<file path="config.mk">
export PLATFORM = sky130hd
export DESIGN_NAME = fwclk_recovery
export DESIGN_NICKNAME = d
export VERILOG_FILES = /design/src/rtl/fwclk_pkg.sv /design/src/rtl/fwclk_insync.sv /design/src/rtl/fwclk_tickgen.sv /design/src/rtl/fwclk_phase.sv /design/src/rtl/fwclk_recovery.sv
export SDC_FILE = /design/constraint.sdc
export NUM_CORES = 1
export LEC_CHECK = 0
export ABC_AREA = 1
export BUFFER_PORTS_ARGS = -buffer_cell sky130_fd_sc_hd__buf_2
export CAP_MARGIN = 10
export CELL_PAD_IN_SITES_DETAIL_PLACEMENT = 1
export CELL_PAD_IN_SITES_GLOBAL_PLACEMENT = 1
export CORE_AREA = 5 5 81 83
export DETAILED_ROUTE_END_ITERATION = 10
export DIE_AREA = 0 0 86 88
export PLACE_DENSITY = 0.62
export REMOVE_ABC_BUFFERS = 1
export SLEW_MARGIN = 20
export SYNTH_ARGS = -nofsm -noshare
export SYNTH_HDL_FRONTEND = slang
export SYNTH_SLANG_ARGS = --single-unit
</file>
<file path="constraint.sdc">
create_clock -name clk -period 4 [get_ports clk]
set_clock_uncertainty 0.15 [all_clocks]
set_input_delay 0.6 -clock clk [delete_from_list [all_inputs] [get_ports clk]]
set_output_delay 0.6 -clock clk [all_outputs]
set_load 0.02 [all_outputs]
</file>
<file path="src/rtl/fwclk_pkg.sv">
package fwclk_pkg;

  typedef enum logic [1:0] {
    BR_2400 = 2'd0,
    BR_1200 = 2'd1,
    BR_4800 = 2'd2
  } baud_e;

  // Strap decode: the 4800 rate needs the fast master clock.
  function automatic baud_e pick_baud(input logic sel_1200,
                                      input logic sel_4800,
                                      input logic fast_clk);
    if (sel_1200)                 return BR_1200;
    else if (sel_4800 && fast_clk) return BR_4800;
    else                          return BR_2400;
  endfunction

  // Phase advance per tick for a given rate.
  function automatic logic [2:0] baud_inc(input baud_e b);
    case (b)
      BR_1200: return 3'd1;
      BR_4800: return 3'd4;
      default: return 3'd2;
    endcase
  endfunction

endpackage

</file>
<file path="src/rtl/fwclk_insync.sv">
module fwclk_insync #(
  parameter int STAGES = 2
) (
  input  logic clk,
  input  logic rst_n,
  input  logic din,
  output logic dout,
  output logic edge_p
);

  // chain_q[0] is the newest sample; chain_q[STAGES] is the edge reference.
  logic [STAGES:0] chain_q;
  logic [STAGES:0] chain_d;

  assign chain_d[0] = din;
  for (genvar i = 1; i <= STAGES; i++) begin : g_stage
    assign chain_d[i] = chain_q[i-1];
  end

  always_ff @(posedge clk or negedge rst_n) begin
    if (!rst_n) chain_q <= '0;
    else        chain_q <= chain_d;
  end

  assign dout   = chain_q[STAGES-1];
  assign edge_p = chain_q[STAGES-1] ^ chain_q[STAGES];

endmodule

</file>
<file path="src/rtl/fwclk_tickgen.sv">
module fwclk_tickgen
  import fwclk_pkg::*;
#(
  parameter int PRESCALE = 4
) (
  input  logic       clk,
  input  logic       rst_n,
  input  logic       en,
  input  logic       fast_clk,
  input  logic       sel_1200,
  input  logic       sel_4800,
  output logic       tick,
  output logic [2:0] inc
);

  localparam int CW = $clog2(PRESCALE);
  localparam logic [CW-1:0] LAST = CW'(PRESCALE - 1);

  logic [CW-1:0] pre_q, pre_d;
  baud_e         rate;

  always_comb begin
    if (!en || !fast_clk)  pre_d = '0;
    else if (pre_q == LAST) pre_d = '0;
    else                   pre_d = pre_q + CW'(1);
  end

  always_ff @(posedge clk or negedge rst_n) begin
    if (!rst_n) pre_q <= '0;
    else        pre_q <= pre_d;
  end

  assign rate = pick_baud(sel_1200, sel_4800, fast_clk);
  assign inc  = baud_inc(rate);
  assign tick = !fast_clk || (pre_q == LAST);

endmodule

</file>
<file path="src/rtl/fwclk_phase.sv">
module fwclk_phase #(
  parameter int PER        = 840,
  parameter int STEP_SHIFT = 4,
  localparam int PW        = $clog2(PER)
) (
  input  logic          clk,
  input  logic          rst_n,
  input  logic          en,
  input  logic          tick,
  input  logic [2:0]    inc,
  input  logic          edge_p,
  output logic [PW-1:0] phase_q,
  output logic          mid_cross
);

  localparam logic [PW:0]   PER_V  = (PW+1)'(PER);
  localparam logic [PW:0]   STEP_V = (PW+1)'(PER >> STEP_SHIFT);
  localparam logic [PW-1:0] HALF_V = PW'(PER / 2);

  logic [PW-1:0] phase_d;
  logic [PW:0]   ph_w;
  logic [PW:0]   adv;
  logic [PW:0]   to_wrap;

  assign ph_w    = {1'b0, phase_q};
  assign adv     = ph_w + {{(PW-2){1'b0}}, inc};
  assign to_wrap = PER_V - ph_w;

  always_comb begin
    phase_d = phase_q;
    if (!en) begin
      phase_d = '0;
    end else if (edge_p) begin
      if (phase_q < HALF_V) begin
        // edge came late: pull back toward the transition
        if (ph_w > STEP_V) phase_d = PW'(ph_w - STEP_V);
        else               phase_d = '0;
      end else begin
        // edge came early: push forward toward the wrap
        if (to_wrap > STEP_V) phase_d = PW'(ph_w + STEP_V);
        else                  phase_d = '0;
      end
    end else if (tick) begin
      if (adv >= PER_V) phase_d = PW'(adv - PER_V);
      else              phase_d = PW'(adv);
    end
  end

  always_ff @(posedge clk or negedge rst_n) begin
    if (!rst_n) phase_q <= '0;
    else        phase_q <= phase_d;
  end

  assign mid_cross = en && (phase_q < HALF_V) && (phase_d >= HALF_V);

endmodule

</file>
<file path="src/rtl/fwclk_recovery.sv">
module fwclk_recovery #(
  parameter int PER         = 840,
  parameter int STEP_SHIFT  = 4,
  parameter int PRESCALE    = 4,
  parameter int SYNC_STAGES = 2
) (
  input  logic clk,
  input  logic rst_n,
  input  logic clk_rate_hi,
  input  logic baud_1200_sel,
  input  logic baud_4800_sel,
  input  logic rx_en,
  input  logic rx_bit_in,
  output logic rx_sync,
  output logic rx_data_q
);

  localparam int PW = $clog2(PER);
  localparam logic [PW-1:0] HALF_V = PW'(PER / 2);

  logic          bit_s;
  logic          edge_p;
  logic          tick;
  logic [2:0]    inc;
  logic [PW-1:0] ph_now;
  logic          mid_cross;
  logic          dq_d;

  fwclk_insync #(.STAGES(SYNC_STAGES)) u_insync (
    .clk    (clk),
    .rst_n  (rst_n),
    .din    (rx_bit_in),
    .dout   (bit_s),
    .edge_p (edge_p)
  );

  fwclk_tickgen #(.PRESCALE(PRESCALE)) u_tick (
    .clk      (clk),
    .rst_n    (rst_n),
    .en       (rx_en),
    .fast_clk (clk_rate_hi),
    .sel_1200 (baud_1200_sel),
    .sel_4800 (baud_4800_sel),
    .tick     (tick),
    .inc      (inc)
  );

  fwclk_phase #(.PER(PER), .STEP_SHIFT(STEP_SHIFT)) u_phase (
    .clk       (clk),
    .rst_n     (rst_n),
    .en        (rx_en),
    .tick      (tick),
    .inc       (inc),
    .edge_p    (edge_p),
    .phase_q   (ph_now),
    .mid_cross (mid_cross)
  );

  always_comb begin
    if (!rx_en)         dq_d = 1'b0;
    else if (mid_cross) dq_d = bit_s;
    else                dq_d = rx_data_q;
  end

  always_ff @(posedge clk or negedge rst_n) begin
    if (!rst_n) rx_data_q <= 1'b0;
    else        rx_data_q <= dq_d;
  end

  assign rx_sync = rx_en && (ph_now >= HALF_V);

endmodule

</file>
* After elaboration in Yosys (flattened, before gate mapping)
Cells that the tools add are included.
** Storage, ports and cells
- Flip-flop bits (word level) :: 16
- Input port bits :: 7
- Output and inout bits :: 2
** Operators by class
- Add/sub/neg operators :: 6
- Order comparisons :: 6
- Equality and inequality tests :: 4
- Muxes and demuxes :: 14
- Bitwise operators :: 1
- Reductions and logical operators :: 8
** Operators by type and width (count)
- 10-bit two-way mux :: 7
- 10-bit by 9-bit greater-or-equal comparator with 1-bit output (second input constant) :: 2
- 10-bit by 3-bit adder with 11-bit output :: 1
- 11-bit by 10-bit greater-or-equal comparator with 1-bit output (second input constant) :: 1
- 11-bit by 6-bit greater-than comparator with 1-bit output (second input constant) :: 1
- 10-bit by 10-bit subtractor with 11-bit output (first input constant) :: 1
- 10-bit by 6-bit adder with 10-bit output (second input constant) :: 1
- 10-bit by 6-bit greater-than comparator with 1-bit output (second input constant) :: 1
- 10-bit by 9-bit less-than comparator with 1-bit output (second input constant) :: 1
- 10-bit subtractor (second input constant) :: 1
- 10-bit by 6-bit subtractor with 10-bit output (second input constant) :: 1
- 2-bit two-way mux :: 4
- 3-bit case mux with 2 select lines :: 1
- 2-bit == test (second input constant) :: 2
- 1-bit logical AND :: 4
- 2-bit by 1-bit adder with 2-bit output (second input constant) :: 1
- 2-bit by 1-bit == test with 1-bit output (second input constant) :: 1
- 1-bit logical NOT :: 2
- 1-bit logical OR :: 2
- 1-bit two-way mux :: 2
- 2-bit by 1-bit inequality test with 1-bit output (second input constant) :: 1
- 1-bit XOR :: 1

* Logic depth before layout (Yosys ltp)
Gate-level depths: netlist of run 1.
- Depth after elaboration :: 15
- Gate-level depth with buffers :: 25

* Hierarchy
Synthesis of run 1 repeated with hierarchy kept, for this count alone.
** Unflattened totals
- Cells, all modules :: 353
- Area total of the unflattened synthesis :: 2144.6 um^2
** Modules (own cells, without submodules)
- fwclk_phase :: times used 1, cells each 314, area each 1848.0 um^2, sequential area each 250.2 um^2
- fwclk_tickgen :: times used 1, cells each 15, area each 113.9 um^2, sequential area each 50.0 um^2
- fwclk_insync :: times used 1, cells each 8, area each 93.8 um^2, sequential area each 75.1 um^2
- fwclk_recovery :: times used 1, cells each 16, area each 88.8 um^2, sequential area each 25.0 um^2

* Worst setup path after synthesis of run 1
OpenSTA, ideal clock, no wires.
- Path kind :: in2reg
- Start :: input port baud_4800_sel
- End :: register rx_data_q
- Setup time :: 0.118 ns
- Arrival time :: 2.905 ns
- Required time :: 3.732 ns
- Path slack :: 0.828 ns
- Cell stages on the path :: 24
- Path buffers :: 0
- Path through :: a21oi_1 -> inv_1 -> fa_1 -> inv_1 -> nand3_1 -> nand2_1 -> nand2_1 -> nand2_1 -> ha_1 -> nand3_1 -> nand2_1 -> inv_2 -> nand2_2 -> nand3_4 -> nand2_2 -> nand3_2 -> a21oi_2 -> nand2_1 -> nor2_1 -> nand3_1 -> nand2_1 -> nand2_1 -> nand3_1 -> nand2_1
** On the way
- Cells in the longest elaborated chain, start to end :: 14
- Elaborated cells on any way between the ends :: 16
- Classes of those cells :: add/sub: 2; order compare: 2; eq/ne: 3; mux: 7; reduce/logical: 2
** RTL lines
- start: declaration :: RTL line fwclk_recovery.sv:11 : input logic baud_4800_sel,
- 1-bit logical AND * :: RTL line fwclk_pkg.sv:14 : else if (sel_4800 && fast_clk) return BR_4800;
- 2-bit two-way mux * :: RTL line fwclk_pkg.sv:14
- 2-bit two-way mux * :: RTL line fwclk_pkg.sv:13 : if (sel_1200) return BR_1200;
- 2-bit == test or 2-bit by 1-bit == test with 1-bit output (tied branches) :: RTL line fwclk_pkg.sv:20 : case (b)
- 3-bit case mux with 2 select lines * :: RTL line fwclk_pkg.sv:20
- 10-bit by 3-bit adder with 11-bit output * :: RTL line fwclk_phase.sv:26 : assign adv = ph_w + {{(PW-2){1'b0}}, inc};
- 10-bit subtractor or 11-bit by 10-bit greater-or-equal comparator with 1-bit output (tied branches) :: RTL line fwclk_phase.sv:44 : if (adv >= PER_V) phase_d = PW'(adv - PER_V);
- 10-bit two-way mux * :: RTL line fwclk_phase.sv:44
- 10-bit two-way mux * :: RTL line fwclk_phase.sv:43 : end else if (tick) begin
- 10-bit two-way mux * :: RTL line fwclk_phase.sv:33 : end else if (edge_p) begin
- 10-bit two-way mux * :: RTL line fwclk_phase.sv:31 : if (!en) begin
- net u_phase.phase_d[7] :: RTL line fwclk_phase.sv:20 : logic [PW-1:0] phase_d;
- 10-bit by 9-bit greater-or-equal comparator with 1-bit output * :: RTL line fwclk_phase.sv:54 : assign mid_cross = en && (phase_q < HALF_V) && (phase_d >= HALF_V);
- 1-bit logical AND * :: RTL line fwclk_phase.sv:54
- 2-bit by 1-bit inequality test with 1-bit output (no source line) *
- end signal: assignment :: RTL line fwclk_recovery.sv:67 : else rx_data_q <= dq_d;
- end: declaration :: RTL line fwclk_recovery.sv:15 : output logic rx_data_q
Mark *: on every way through the listed nets, which the timed path passes. The rest lies on a longest branch.
A chain may end at the register's enable or synchronous reset.

* Worst setup path after layout of run 1
- Start :: input port clk_rate_hi
- End :: register rx_data_q
** On the way
- Cells in the longest elaborated chain, start to end :: 14
- Elaborated cells on any way between the ends :: 18
- Classes of those cells :: add/sub: 2; order compare: 2; eq/ne: 3; mux: 7; reduce/logical: 4
** RTL lines
- start: declaration :: RTL line fwclk_recovery.sv:9 : input logic clk_rate_hi,
- 1-bit logical AND :: RTL line fwclk_pkg.sv:14
- 2-bit two-way mux :: RTL line fwclk_pkg.sv:14
- 2-bit two-way mux :: RTL line fwclk_pkg.sv:13
- 2-bit == test or 2-bit by 1-bit == test with 1-bit output (tied branches) :: RTL line fwclk_pkg.sv:20
- 3-bit case mux with 2 select lines :: RTL line fwclk_pkg.sv:20
- 10-bit by 3-bit adder with 11-bit output :: RTL line fwclk_phase.sv:26
- 10-bit subtractor or 11-bit by 10-bit greater-or-equal comparator with 1-bit output (tied branches) :: RTL line fwclk_phase.sv:44
- 10-bit two-way mux :: RTL line fwclk_phase.sv:44
- 10-bit two-way mux * :: RTL line fwclk_phase.sv:43
- 10-bit two-way mux * :: RTL line fwclk_phase.sv:33
- 10-bit two-way mux * :: RTL line fwclk_phase.sv:31
- net u_phase.phase_d[7] :: RTL line fwclk_phase.sv:20
- 10-bit by 9-bit greater-or-equal comparator with 1-bit output * :: RTL line fwclk_phase.sv:54
- 1-bit logical AND * :: RTL line fwclk_phase.sv:54
- 2-bit by 1-bit inequality test with 1-bit output (no source line) *
Marked as above.

==> results of run 1 <==
## per-layer routing
metal | part of all wire [%] | GRT usage [%] | vias up
li1 | - | - | 1072
met4 | 0.44 | 2.88 | 0
met1 | 51 | 25.0 | 988
met2 | 47 | 30.8 | 13
met3 | 0.80 | 1.13 | 4
met5 | 0 | 0 | -
## cells in the final DEF (no fill, tap or decap), drive strengths merged
cell type	synthesis	final
buf	7	10
and2	1	1
nand2	105	105
clkinv	1	1
o22ai	3	3
nor2	30	30
ha	9	9
inv	39	39
xnor2	1	1
a31oi	2	2
dfrtp	16	16
nor3	2	2
o21ai	14	14
nand3b	2	2
fa	1	1
a21oi	26	26
nand3	44	44
clkbuf	2	4
nand4	8	8
or2	1	1
a211oi	1	1
xor2	12	12
## worst paths after layout
check,start,to,cells after the start
setup / recovery,clk_rate_hi,rx_data_q,25
hold / removal,rst_n,u_phase.phase_q[8],1
setup reg to reg,u_phase.phase_q[0],rx_data_q,24
hold reg to reg,u_insync.chain_q[0],u_insync.chain_q[1],0
max in group asynchronous,rst_n,u_phase.phase_q[5],1
min in group clk,u_insync.chain_q[0],u_insync.chain_q[1],0
## cells by family after synthesis
| logic type | synth area share (%) |
|---|---|
| flops | 20.3 |
| fa+ha+maj | 6.71 |
| xor+xnor | 5.76 |
| simple gates | 44.0 |
| buf+inv | 10.6 |
| compound gates | 12.7 |
## stage by stage
stage	instance area [um2]	util (%)	hold WS [ps]	total power [W]	setup WS, ps
6_report	2120	36.7	107	0.000723	597
5_1_grt	2120	36.7	130	0.000797	179
4_1_cts	2120	36.7	111	0.000730	553
3_5_place_dp	2070	35.8	189	0.000583	286
3_3_place_gp	2070	35.8	197	0.000582	358
2_1_floorplan	1920	-	154	0.000475	804
## area by class of cell
class                   count  area [um2]
inverters                  40         153
flip-flops and latches     16         400
clock buffers               4        55.1
multi-input cells         262        1370
repair buffers             10        55.1
fillers                   813        3660
well taps                  75        93.8
## state kept, by name (all words and copies together), names as in the netlist
name,count
u_phase.phase_q,10
u_insync.chain_q,3
u_tick.pre_q,2
rx_data_q,1
## power by group
group	switching [W]	internal, W
sequential	0.0000445	0.000178
combinational	0.000238	0.000120
clock	0.0000544	0.0000873
total	0.000337	0.000386
==> flow_summary_export.csv, run 1 <==
group,metric,value,unit
status,status,"finished clean",
pwr,peakVddDrop,0.200,mV
place,gp_congestion,0.819,
logic_synthesis,yosysMostFrequentCell,"nand2_1",
cells_and_area,nets,350,
critical_path,crit_type,"in -> reg",
route,firstDrtPassIters,4,
pwr,p_leak,1.09,nW
sta,fin_tns_setup,0,ps
critical_path,critPathMaxStageDelay,400,ps
logic_synthesis,syn_inst,327,
place,portBuffers,8,
logic_synthesis,ys_types,33,
critical_path,crit_buf_inv,4,
critical_path,start_kind,"primary input",
place,dpl.hpwl,5040,um
clock_network,ctsResizeCount,0,
clock_network,ctsLongestPathBuffers,2,
clock_network,cts_tree,"built",
route,wire_per_inst,15.0,um
cells_and_area,final_cells,407,
sta,clock.fmax,294,MHz
route,via_per_inst,5.10,
route,drc,0,
die,num_rows,28,
die,dieHeight,88,um
global_route,grt_util_all_layers,17.9,%
cells_and_area,area_delta_synth_final,7.47,%
sta,rsz0062_at_grt,"false",
global_route,grt_pass1_vias,2169,
critical_path,crit_fanout,9,
clock_network,cts_root_buf,"clkbuf_8",
logic_synthesis,avgSynthCellArea,6.04,um2
place,dpl.cell_count,403,
logic_synthesis,syn_area,1980,um2
die,die_x,86,um
clock_network,cts_sinks,16,
cells_and_area,layout-drive-gt1-share,12.3,%
global_route,antenna_found_initial,0,
logic_synthesis,yosys_warnings,0,
clock_network,cts_hold_buffers,0,
die,ios,9,
sta,report.final.setup_viol,0,
critical_path,cp.required,3990,ps
sta,hold_violations,0,
global_route,grt-ovfl-total,0,
critical_path,ff2ff_setup_slack,680,ps
route,routed_wirelength,6120,um
critical_path,cp_slowest_cell,"fa_1",
sta,final.period_utilization,85.1,%
clock_network,post_cts_buffers,0,
logic_synthesis,synth-async-reset-ratio,100,%
worst_hold_path,hold_path.class,"in -> async",
die,die-area,7570,um2
sta,slew_violations,0,
sta,tightest_slew,552,ps
critical_path,cpMostUsedCell,"nand2_1",
clock_network,clock_latency,250,ps
run,max_cap_viol_count,0,
logic_synthesis,synth_ff_type,"dfrtp_1",
critical_path,critPathArrivalTime,3400,ps
clock_network,htree_levels,1,
logic_synthesis,synthTopCellsByArea,"dfrtp_1 20%, nand2_1 19%, nand3_1 10%",
clock_network,clkTransAtPathRegs,60,ps
logic_synthesis,synthTopCellsByCount,"99 x nand2_1, 41 x nand3_1, 30 x inv_1",
critical_path,crit_family,"simple AND/OR/NAND/NOR gates",
global_route,grt_max_degree,18,
die,start_util,34.2,%
route,via_count,2077,
logic_synthesis,synth_edf_count,0,
cells_and_area,diodes,0,
critical_path,critPathCaptureType,"flop",
route,drt_iter0_markers,91,
logic_synthesis,synth_top_area_share,20.3,%
pwr,p_per_area,340,nW/um2
logic_synthesis,ys_seq_area_share,20.3,%
logic_synthesis,synth.ff_latch_count,16,
sta,slew_headroom,63.0,%
global_route,grt_pass1_wl,10800,um
route,ant_nets,0,
logic_synthesis,synth_area_leader_cell,"dfrtp_1",
clock_network,cts_made_buffers,3,
sta,min_period,3400,ps
die,core-area,5780,um2
Note: power is estimated with default switching activity, not from simulation.
==> run 2, diff against run 1 <==
CORE_AREA = 2 2 99 63   (was 5 5 81 83)
CTS_CLUSTER_DIAMETER = 200   (was not set)
DIE_AREA = 0 0 101 65   (was 0 0 86 88)
PLACE_DENSITY = 0.63   (was 0.62)
==> flow_summary_export.csv, run 2 (synthesis results as in run 1) <==
group,metric,value,unit
clock_network,clkTransAtPathRegs,60,ps
route,routed_wirelength,6660,um
critical_path,critPathArrivalTime,3510,ps
sta,fin_tns_setup,0,ps
sta,clock.fmax,284,MHz
status,status,"finished clean",
global_route,grt_pass1_wl,10900,um
die,dieHeight,65,um
pwr,total_power,0.000741,W
cells_and_area,diodes,0,
sta,slew_violations,0,
route,wire_per_inst,16.5,um
place,dpl.hpwl,5390,um
critical_path,r2r-start,"u_phase.phase_q[0]",
die,core-area,5780,um2
cells_and_area,reg_top3,"u_phase.phase_q (10), u_insync.chain_q (3), u_tick.pre_q (2)",
cells_and_area,n_fill_cell,779,
critical_path,critPathCaptureType,"flop",
clock_network,ctsResizeCount,0,
cells_and_area,nets,350,
critical_path,crit_fanout,9,
die,ios,9,
global_route,antenna_found_initial,0,
cells_and_area,area_delta_synth_final,7.28,%
route,drc,0,
route,drt_iter0_markers,108,
sta,slew_headroom,65.9,%
clock_network,cts_root_buf,"clkbuf_8",
clock_network,cts_made_buffers,3,
cells_and_area,final_common_cell,"nand2_1",
critical_path,ff2ff_setup_slack,550,ps
pwr,p_per_area,349,nW/um2
critical_path,cp.required,4000,ps
global_route,grt_max_degree,18,
worst_hold_path,hold_path.class,"in -> async",
critical_path,worstRegToRegCells,24,
critical_path,crit_type,"in -> reg",
route,ant_nets,0,
clock_network,post_cts_buffers,0,
global_route,grt-ovfl-total,0,
die,die_x,101,um
sta,min_period,3520,ps
cells_and_area,layout-drive-gt1-share,12.3,%
critical_path,r2r-end,"rx_data_q",
die,num_rows,22,
route,firstDrtPassIters,4,
die,start_util,34.2,%
die,die-area,6570,um2
sta,hold_violations,0,
sta,final.period_utilization,87.9,%
clock_network,clock_latency,250,ps
global_route,grt_pass1_vias,2080,
sta,report.final.setup_viol,0,
sta,rsz0062_at_grt,"false",
critical_path,start_kind,"primary input",
clock_network,cts_tree,"built",
cells_and_area,final_cell_mix,"99 x nand2_1, 41 x nand3_1, 30 x inv_1",
sta,tightest_slew,511,ps
run,max_cap_viol_count,0,
clock_network,cts_hold_buffers,0,
clock_network,cts_sinks,16,
cells_and_area,regMostFlops,"u_phase.phase_q",
place,portBuffers,8,
clock_network,ctsLongestPathBuffers,2,
pwr,p_leak,1.09,nW
cells_and_area,largest_reg_flops,10,
global_route,grt_util_all_layers,21.6,%
place,gp_congestion,0.838,
route,via_per_inst,5.23,
clock_network,htree_levels,1,
route,via_count,2113,
pwr,peakVddDrop,0.272,mV
-- run 2: layer usage --
| layer | global-route usage [%] | part of all wire, % |
|---|---|---|
| met4 | 2.87 | 0.38 |
| met5 | 0 | 0 |
| met2 | 30.8 | 40 |
| met1 | 35.4 | 57 |
| met3 | 1.83 | 2.7 |
-- run 2: power by group --
part / total (W) / switching (W) / internal [W]
clock: 0.000143 / 0.0000557 / 0.0000874
sequential: 0.000224 / 0.0000462 / 0.000178
combinational: 0.000373 / 0.000252 / 0.000121
-- run 2: per-stage QoR --
step	std cells	util (%)	area (um2)	hold slack [ps]	setup slack [ps]
final	404	36.7	2120	99.4	484
after global routing	404	36.7	2120	123	84.9
after CTS	404	36.7	2120	107	512
after detailed placement	400	35.7	2060	191	250
after global placement	400	35.7	2060	183	398
after floorplan	318	-	1920	154	804
-- run 2: worst max-delay path: stages --
cell	delay [ps]
buf_2	130
a21oi_1	180
inv_1	90
fa_1	410
inv_1	80
nand3_1	90
nand2_1	160
nand2_1	70
nand2_1	130
ha_1	210
nand3_1	100
nand2_1	110
inv_2	50
nand2_2	110
nand3_4	140
nand2_2	90
nand3_2	110
a21oi_2	170
nand2_1	60
nor2_1	80
nand3_1	80
nand2_1	90
nand2_1	60
nand3_1	60
nand2_1	50
-- run 2: area by class of cell --
type | count | area, um2 | share of cell area [%]
clock buffer | 4 | 55.1 | 2.60
inverter | 40 | 153 | 7.20
multi-input combinational | 262 | 1370 | 64.5
sequential | 16 | 400 | 18.9
tap | 72 | 90.1 | 4.25
timing repair buffer | 10 | 55.1 | 2.60
-- run 2: worst max path at each step --
stage / slack, ps / to / from / cells after the start
2_1_floorplan: 800 / rx_data_q / baud_4800_sel / 24
3_3_place_gp: 400 / rx_data_q / baud_4800_sel / 25
3_5_place_dp: 250 / rx_data_q / clk_rate_hi / 25
4_1_cts: 510 / rx_data_q / clk_rate_hi / 25
5_1_grt: 80 / rx_data_q / clk_rate_hi / 25
6_report: 480 / rx_data_q / clk_rate_hi / 25
==> run 3, diff against run 2 <==
==> constraint.sdc (replaced) <==
create_clock -name clk -period 4 [get_ports clk]
set_clock_uncertainty 0.15 [all_clocks]
set_input_delay 0.8 -clock clk [delete_from_list [all_inputs] [get_ports clk]]
set_output_delay 0.8 -clock clk [all_outputs]
set_load 0.02 [all_outputs]
==> flow_summary_export.csv, run 3 (synthesis results as in run 1) <==
group,metric,value,unit
place,post-place-ws,62.7,ps
critical_path,critPathCaptureType,"flop",
worst_hold_path,hold_path.class,"reg -> reg",
route,via_per_inst,5.21,
cells_and_area,area_delta_synth_final,7.66,%
clock_network,post_cts_buffers,0,
sta,fin_tns_setup,0,ps
sta,slew_headroom,65.7,%
status,status,"finished clean",
clock_network,cts_tree,"built",
place,portBuffers,8,
route,top_layer,"met4",
global_route,grt_max_degree,18,
cells_and_area,diodes,0,
global_route,grt_pass1_vias,2164,
pwr,combPwrFrac,50.7,%
sta,fin_ws,359,ps
clock_network,cts_hold_buffers,0,
cells_and_area,largest_reg_flops,10,
route,drt_iter0_markers,113,
die,die_x,101,um
clock_network,ctsLongestPathBuffers,2,
global_route,antenna_found_initial,0,
die,core-area,5780,um2
cells_and_area,regMostFlops,"u_phase.phase_q",
route,wl_met3,203,um
route,met1_length,3790,um
pwr,p_int,0.000387,W
place,dpl.hpwl,5430,um
cells_and_area,n_fill_cell,786,
cells_and_area,final_common_cell,"nand2_1",
cells_and_area,layout-drive-gt1-share,13.3,%
route,drc,0,
sta,rsz0062_at_grt,"false",
clock_network,cts_made_buffers,3,
pwr,peakVddDrop,0.250,mV
critical_path,crit_type,"in -> reg",
clock_network,cts_root_buf,"clkbuf_8",
global_route,grt_util_all_layers,21.9,%
route,ant_nets,0,
run,max_cap_viol_count,0,
clock_network,ctsResizeCount,0,
sta,min_period,3640,ps
die,ios,9,
cells_and_area,seqCellArea,400,um2
route,firstDrtPassIters,4,
critical_path,start_kind,"primary input",
clock_network,cts_sinks,16,
pwr,seqPwrFrac,30.4,%
pwr,p_leak,1.09,nW
place,gp_congestion,0.838,
die,die-area,6570,um2
sta,slew_violations,0,
critical_path,critPathArrivalTime,3630,ps
cells_and_area,final_util,36.8,%
critical_path,cp.required,3990,ps
route,route.met2.wl,2670,um
pwr,switchingPower,0.000350,W
clock_network,htree_levels,1,
route,via_count,2106,
cells_and_area,multi_input_area,1370,um2
critical_path,crit_fanout,9,
clock_network,clock_latency,250,ps
cells_and_area,final_cells,404,
sta,whs,206,ps
die,dieHeight,65,um
global_route,grt_pass1_wl,11200,um
route,wire_per_inst,16.5,um
sta,clock.fmax,275,MHz
place,dpl.cell_count,400,
sta,tightest_slew,514,ps
cells_and_area,nets,350,
global_route,grt-ovfl-total,0,
clock_network,clkTransAtPathRegs,60,ps
cells_and_area,reg_top3,"u_phase.phase_q (10), u_insync.chain_q (3), u_tick.pre_q (2)",
die,num_rows,22,
pwr,p_per_area,347,nW/um2
route,routed_wirelength,6690,um
sta,final.period_utilization,91.0,%
die,start_util,34.2,%
pwr,switching_share,47.5,%
sta,hold_violations,0,
pwr,p_clk_share,18.9,%
sta,report.final.setup_viol,0,
cells_and_area,final_cell_mix,"97 x nand2_1, 41 x nand3_1, 30 x inv_1",
==> run 3: cell counts in the layout (fill, tap and decap cells not counted) <==
No cell type changed its count.
==> run 3: path summary, 6_finish.rpt <==
kind / from / to / slack [ps] / cells past startpoint
max reg2reg: u_phase.phase_q[0] / rx_data_q / 590 / 24
min in group asynchronous: rst_n / u_tick.pre_q[0] / 310 / 1
min: u_insync.chain_q[0] / u_insync.chain_q[1] / 210 / 0
min reg2reg: u_insync.chain_q[0] / u_insync.chain_q[1] / 210 / 0
max: clk_rate_hi / rx_data_q / 360 / 25
max in group asynchronous: rst_n / u_phase.phase_q[9] / 3120 / 1
==> run 3: critical path: stages <==
cell,delay [ps]
buf_2,120
a21oi_1,170
inv_1,80
fa_1,410
inv_1,80
nand3_1,100
nand2_2,130
nand2_1,70
nand2_2,100
ha_2,190
nand3_1,80
nand2_1,110
inv_2,50
nand2_2,110
nand3_4,140
nand2_2,90
nand3_2,110
a21oi_2,170
nand2_1,60
nor2_1,80
nand3_1,80
nand2_1,90
nand2_1,60
nand3_1,70
nand2_1,50
==> run 3: area by class of cell <==
type / count / area share, %
repair buffers: 10 / 2.59
inverters: 40 / 7.18
well taps: 72 / 4.24
flip-flops and latches: 16 / 18.8
multi-input cells: 262 / 64.6
clock buffers: 4 / 2.59
==> run 3: routing by layer <==
| metal | up-vias | global-route usage, % |
|---|---|---|
| li1 | 1073 | - |
| met1 | 997 | 35.5 |
| met2 | 32 | 31.3 |
| met3 | 4 | 2.48 |
| met4 | 0 | 2.70 |
| met5 | - | 0 |
==> run 3: power groups by stage <==
| stage | Combinational [W] | Sequential, W | Clock, W |
|---|---|---|---|
| CTS | 0.000372 | 0.000223 | 0.000145 |
| global route | 0.000424 | 0.000228 | 0.000153 |
| floorplan | 0.000262 | 0.000212 | 0 |
| detailed placement | 0.000369 | 0.000227 | 0 |
| global placement | 0.000364 | 0.000226 | 0 |
| finish | 0.000374 | 0.000224 | 0.000139 |
==> run 3: stage by stage <==
stage	power, W	cell area, um2
2_1_floorplan	0.000475	1920
3_3_place_gp	0.000590	2060
3_5_place_dp	0.000596	2060
4_1_cts	0.000740	2120
5_1_grt	0.000805	2130
6_report	0.000737	2130
